## src/rtl/irq_route_pkg.sv

```systemverilog
package irq_route_pkg;

  typedef enum logic [1:0] {
    RGN_CFG  = 2'd0,
    RGN_PEND = 2'd1,
    RGN_SET  = 2'd2,
    RGN_CLR  = 2'd3
  } region_e;

  localparam int unsigned WORD_W    = 64;
  localparam int unsigned ROUTE_W   = 4;
  localparam int unsigned ROUTE_LSB = 0;
  localparam int unsigned TID_W     = 23;
  localparam int unsigned TID_LSB   = 8;
  localparam int unsigned EN_BIT    = 31;
  localparam int unsigned STRIDE_SH = 3;

endpackage

```

## src/rtl/irq_cfg_bank.sv

```systemverilog
module irq_cfg_bank
  import irq_route_pkg::*;
#(
  parameter int unsigned NUM_SRC = 32,
  localparam int unsigned IDX_W  = $clog2(NUM_SRC)
) (
  input  logic                              clk,
  input  logic                              rst_n,
  input  logic                              we,
  input  logic [IDX_W-1:0]                  idx,
  input  logic [WORD_W-1:0]                 wdata,
  output logic [NUM_SRC-1:0]                en_vec,
  output logic [NUM_SRC-1:0][ROUTE_W-1:0]   route_vec,
  output logic [WORD_W-1:0]                 rd_word
);

  logic [NUM_SRC-1:0][TID_W-1:0] tid_vec;

  for (genvar s = 0; s < NUM_SRC; s++) begin : g_src
    always_ff @(posedge clk) begin
      if (!rst_n) begin
        en_vec[s]    <= 1'b0;
        route_vec[s] <= '0;
        tid_vec[s]   <= '0;
      end else if (we && idx == IDX_W'(s)) begin
        en_vec[s]    <= wdata[EN_BIT];
        route_vec[s] <= wdata[ROUTE_LSB +: ROUTE_W];
        tid_vec[s]   <= wdata[TID_LSB +: TID_W];
      end
    end
  end

  always_comb begin
    rd_word = '0;
    rd_word[EN_BIT]               = en_vec[idx];
    rd_word[TID_LSB +: TID_W]     = tid_vec[idx];
    rd_word[ROUTE_LSB +: ROUTE_W] = route_vec[idx];
  end

  AST_CFG_CAPTURE: assert property (@(posedge clk) disable iff (!rst_n)
    we |=> (en_vec[$past(idx)] == $past(wdata[EN_BIT]))
        && (route_vec[$past(idx)] == $past(wdata[ROUTE_LSB +: ROUTE_W])));

  AST_CFG_HOLD: assert property (@(posedge clk) disable iff (!rst_n)
    !we |=> ($stable(en_vec) && $stable(route_vec)));

endmodule

```

## src/rtl/irq_pend_vec.sv

```systemverilog
module irq_pend_vec #(
  parameter int unsigned NUM_SRC = 32,
  parameter int unsigned NUM_HW  = 16
) (
  input  logic               clk,
  input  logic               rst_n,
  input  logic [NUM_HW-1:0]  hw_lvl,
  input  logic [NUM_SRC-1:0] set_mask,
  input  logic [NUM_SRC-1:0] clr_mask,
  output logic [NUM_SRC-1:0] pend
);

  localparam logic [NUM_SRC-1:0] HW_MASK = NUM_SRC'((64'd1 << NUM_HW) - 64'd1);

  logic [NUM_SRC-1:0] raise;

  assign raise = set_mask | NUM_SRC'(hw_lvl);

  always_ff @(posedge clk) begin
    if (!rst_n) pend <= '0;
    else        pend <= (pend & ~clr_mask) | raise;
  end

  AST_SET_WINS: assert property (@(posedge clk) disable iff (!rst_n)
    1'b1 |=> ((pend & $past(raise)) == $past(raise)));

  AST_CLR_TAKES: assert property (@(posedge clk) disable iff (!rst_n)
    1'b1 |=> ((pend & $past(clr_mask & ~raise)) == '0));

  AST_PEND_STICKY: assert property (@(posedge clk) disable iff (!rst_n)
    1'b1 |=> (((pend ^ $past(pend)) & ~$past(raise | clr_mask)) == '0));

  AST_SOFT_ONLY: assert property (@(posedge clk) disable iff (!rst_n)
    1'b1 |=> ((pend & ~$past(pend) & ~$past(set_mask) & ~HW_MASK) == '0));

endmodule

```

## src/rtl/irq_route_or.sv

```systemverilog
module irq_route_or
  import irq_route_pkg::*;
#(
  parameter int unsigned NUM_SRC = 32,
  parameter int unsigned NUM_OUT = 5
) (
  input  logic                            clk,
  input  logic                            rst_n,
  input  logic [NUM_SRC-1:0]              pend,
  input  logic [NUM_SRC-1:0]              en_vec,
  input  logic [NUM_SRC-1:0][ROUTE_W-1:0] route_vec,
  output logic [NUM_OUT-1:0]              irq_out
);

  logic [NUM_SRC-1:0] live;

  assign live = pend & en_vec;

  for (genvar k = 0; k < NUM_OUT; k++) begin : g_line
    logic [NUM_SRC-1:0] hit;
    for (genvar s = 0; s < NUM_SRC; s++) begin : g_cmp
      assign hit[s] = live[s] && (route_vec[s] == ROUTE_W'(k));
    end
    assign irq_out[k] = |hit;
  end

  AST_NO_STRAY: assert property (@(posedge clk) disable iff (!rst_n)
    (live == '0) |-> (irq_out == '0));

  AST_LINE_COUNT: assert property (@(posedge clk) disable iff (!rst_n)
    $countones(irq_out) <= $countones(live));

endmodule

```

## src/rtl/irq_route_ctrl.sv

```systemverilog
module irq_route_ctrl
  import irq_route_pkg::*;
#(
  parameter int unsigned NUM_SRC = 32,
  parameter int unsigned NUM_OUT = 5,
  parameter int unsigned NUM_HW  = 16,
  localparam int unsigned IDX_W  = $clog2(NUM_SRC),
  localparam int unsigned ADDR_W = IDX_W + STRIDE_SH + 2
) (
  input  logic               clk,
  input  logic               rst_n,
  input  logic [NUM_HW-1:0]  irq_src,
  input  logic               bus_wr,
  input  logic [ADDR_W-1:0]  bus_addr,
  input  logic [WORD_W-1:0]  bus_wdata,
  output logic [WORD_W-1:0]  bus_rdata,
  output logic [NUM_OUT-1:0] irq_out
);

  region_e                          region;
  logic [IDX_W-1:0]                 idx;
  logic                             cfg_we;
  logic [NUM_SRC-1:0]               set_mask;
  logic [NUM_SRC-1:0]               clr_mask;
  logic [NUM_SRC-1:0]               pend;
  logic [NUM_SRC-1:0]               en_vec;
  logic [NUM_SRC-1:0][ROUTE_W-1:0]  route_vec;
  logic [WORD_W-1:0]                cfg_word;

  assign region   = region_e'(bus_addr[ADDR_W-1 -: 2]);
  assign idx      = bus_addr[STRIDE_SH +: IDX_W];
  assign cfg_we   = bus_wr && (region == RGN_CFG);
  assign set_mask = (bus_wr && region == RGN_SET) ? bus_wdata[NUM_SRC-1:0] : '0;
  assign clr_mask = (bus_wr && region == RGN_CLR) ? bus_wdata[NUM_SRC-1:0] : '0;

  irq_cfg_bank #(.NUM_SRC(NUM_SRC)) u_cfg (
    .clk(clk), .rst_n(rst_n), .we(cfg_we), .idx(idx), .wdata(bus_wdata),
    .en_vec(en_vec), .route_vec(route_vec), .rd_word(cfg_word)
  );

  irq_pend_vec #(.NUM_SRC(NUM_SRC), .NUM_HW(NUM_HW)) u_pend (
    .clk(clk), .rst_n(rst_n), .hw_lvl(irq_src),
    .set_mask(set_mask), .clr_mask(clr_mask), .pend(pend)
  );

  irq_route_or #(.NUM_SRC(NUM_SRC), .NUM_OUT(NUM_OUT)) u_route (
    .clk(clk), .rst_n(rst_n), .pend(pend), .en_vec(en_vec),
    .route_vec(route_vec), .irq_out(irq_out)
  );

  always_comb begin
    unique case (region)
      RGN_CFG:  bus_rdata = cfg_word;
      RGN_PEND: bus_rdata = WORD_W'(pend);
      default:  bus_rdata = '0;
    endcase
  end

  AST_RESET_CLEAN: assert property (@(posedge clk)
    !rst_n |=> (pend == '0 && en_vec == '0));

  AST_PEND_WR_NOOP: assert property (@(posedge clk) disable iff (!rst_n)
    (bus_wr && region == RGN_PEND) |=> $stable(en_vec));

endmodule

```

## config.mk

```make
export PLATFORM = sky130hd
export DESIGN_NAME = irq_route_ctrl
export DESIGN_NICKNAME = d
export VERILOG_FILES = /design/src/rtl/irq_route_pkg.sv /design/src/rtl/irq_cfg_bank.sv /design/src/rtl/irq_pend_vec.sv /design/src/rtl/irq_route_or.sv /design/src/rtl/irq_route_ctrl.sv
export SDC_FILE = /design/constraint.sdc
export NUM_CORES = 2
export LEC_CHECK = 0
export BUFFER_PORTS_ARGS = -buffer_cell sky130_fd_sc_hd__buf_4
export CAP_MARGIN = 20
export CORE_MARGIN = 2
export CORE_UTILIZATION = 45
export DETAILED_ROUTE_END_ITERATION = 7
export PLACE_DENSITY = 0.72
export SYNTH_ARGS = -nofsm -noshare
export SYNTH_HDL_FRONTEND = slang
export SYNTH_HIERARCHICAL = 1
export SYNTH_SLANG_ARGS = --single-unit
```

## constraint.sdc

```tcl
create_clock -name clk -period 2.2 [get_ports clk]
set_input_delay 0 -clock clk [delete_from_list [all_inputs] [get_ports clk]]
set_output_delay 0 -clock clk [all_outputs]
set_load 0.02 [all_outputs]
```

==> impl_metrics.ini <==
[run_status]
outcome = complete, but fails checks
violations = setup timing

[global_routing]
first_global_vias = 39590
grtUsageTotal = 0.3248
grt_max_degree = 119
grt_pass1_wl_mm = 253.6
grt-ovfl-total = 0
antenna_found_initial = 7

[synth]
synth.yosys.seq_area_share = 0.4112
syn_inst = 5369
synth.area.top_cells = dfxtp_1, nand2_1, a21boi_0
yosysTopAreaCellShare = 0.4112
synth_edf_count = 0
synth_top_cell_by_area = dfxtp_1
post_synth.cell_area_avg_um2 = 8.415
syn_area_um2 = 45180
async_reset_ff_frac = 0
synth-seq-cells = 928
synth_cell_types = 78
ys.flop_type = dfxtp_1
yosys_warnings = 6

[timing]
fin_hold_ws_ns = 0.1120
slew_viol_final = 0
post-route-period-util = 1.333
worstMarginPinSlew_ns = 1.104
rsz0062_at_grt = true
finalCriticalPeriod_ns = 2.932
clock_skew_ns = 0
relSlewSlack = 0.2539
max_freq_mhz = 341.1
setup_viol = 33
setup_ws_ns = -0.7315
hold_viol_final = 0

[floorplanning]
design.die.area_um2 = 102900
initial_core_util = 0.4524
io-pin-count = 162
core_area_um2 = 99860
num_rows = 116
fp.dieW_um = 320.9
die_y_um = 320.9

[clock_tree]
cts_buffers = 98
clock_sinks = 928
htreeDepth = 3
clk_path_buf_depth = 3
clk_latency_ns = 0.66
cts_root_buf = clkbuf_16
clk_pin_slew_worst_paths_ns = 0.06
tritoncts = built

[final_layout]
fin_nets = 5708
drive_above_1_share = 0.1974
layout_commonest_cell = nand2_1
fin_util = 0.5518
syn_to_final_growth_pct = 21.96
final_cell_mix = nand2_1, dfxtp_1, a21boi_0
fin_cells = 6989
fill_cells = 8749

[placement]
dpl.cell_count = 6759
pre_cts_slack_ns = -0.5882
port_buffers = 94
routabilityCongestion = 1.033
dp_hpwl_mm = 114.8

[route]
dr.pass1.iters = 6
drt_iter0_markers = 5340
drt-total-wl_mm = 172.1
wl_met1_mm = 69.65
highest_layer = met5
final_antenna_net_count = 0
wl_met3_mm = 16.44
wl_per_cell_um = 24.63
via_per_inst = 5.957
wl_met2_mm = 76.46
drc = 0
via_count = 41630

[power_and_ir_drop]
p_leak_nw = 19.16
power_density_nw_per_um2 = 679.4
total_power_mw = 37.43
ir_drop_mv = 0.6597

[critical_path]
cp-start-kind = register
end_kind = primary output
path_max_fanout = 2
path_class = reg2out
critical_path_required_ns = 2.20
worstPathArrival_ns = 2.93

[job]
timing.max_cap.violations = 0

[worst_hold_path]
hp-class = in2reg
[path summary, 6_finish.rpt]
| path | from | endpoint | slack, ns | depth (start not counted) |
|---|---|---|---|---|
| max | u_cfg/tid_vec[325] | bus_rdata[11] | -0.73 | 8 |
| min | bus_addr[3] | u_cfg/tid_vec[127] | 0.11 | 6 |
| max reg2reg | u_pend/pend[15] | u_pend/pend[15] | 0.54 | 4 |
| min reg2reg | u_cfg/tid_vec[272] | u_cfg/tid_vec[272] | 0.45 | 2 |
[layer usage]
metal | GRT usage | vias up
met4 | 0.1732 | 4
met5 | 0 | -
met3 | 0.06378 | 490
li1 | - | 18630
met1 | 0.4282 | 20290
met2 | 0.5033 | 2217
[synthesized netlist by cell type, types with 14 or more instances]
master and count:
and2_1 34, a221oi_1 16, mux2i_1 224, clkbuf_1 331
nor2b_1 53, o21ai_0 15, dfxtp_1 928, nand2_1 1884
o31a_2 16, o221ai_1 17, buf_6 14, a22oi_1 37
nor4bb_1 21, buf_4 47, nand3_1 27, o21a_1 16
buf_2 99, o21ai_1 14, mux4_2 118, a21boi_0 483
mux2_2 26, o22ai_1 46, a21oi_1 29, a21boi_1 413
a2111oi_0 24, nand4_1 36, nor3_1 26, nor2_1 177
nand3b_1 27
[worst max-delay path, stage by stage, from the launching register on]
cell and delay, ns:
dfxtp_2 0.32, mux4_2 0.45, mux2_4 0.32, a2111oi_4 0.45, buf_4 0.19, a21oi_2 0.04
mux2i_1 0.18, nor2_2 0.11, buf_6 0.17
[state kept, by name, summed over array words and instances, names as in the netlist]
signal           count
u_cfg/tid_vec      736
u_cfg/route_vec    128
u_cfg/en_vec        32
u_pend/pend         32
[timing repair]
action	CTS	global route
pin swaps	77	36
cloned	0	1
hold buffers	57	0
buffers inserted	3	1
setup endpoints to repair	33	33
endpoints found under the hold margin	920	0
gates resized for setup	239	61
[final cells by class]
cell class	instances	area [µm²]	share of cell area
diodes	1	2.502	0.00004542
well taps	1298	1624	0.02947
clock buffers	135	2774	0.05034
multi-input cells	3966	25450	0.4618
repair buffers	612	5944	0.1079
clock inverters	40	593.1	0.01076
flip-flops and latches	928	18680	0.3391
inverters	9	33.78	0.0006131
[cell families after synthesis]
| group | synth area share |
|---|---|
| AND/OR/NAND/NOR | 0.2235 |
| buffers and inverters | 0.05290 |
| other | 0.00008300 |
| flip-flops | 0.4112 |
| AO/OA/AOI/OAI | 0.1916 |
| multiplexers | 0.1207 |
[stage by stage]
| step | setup TNS [ns] | area, µm² |
|---|---|---|
| after floorplan | 0 | 45310 |
| after global placement | -22.63 | 49940 |
| after detailed placement | -24.37 | 49940 |
| after CTS | -14.63 | 54830 |
| after global routing | -16.40 | 55100 |
| final | -14.78 | 55100 |
[report_power, final]
part	internal, mW	switching [mW]
clock	10.3	7.27
sequential	16.9	0.0660
combinational	1.15	1.83
Note: power is estimated with default switching activity, not from simulation.
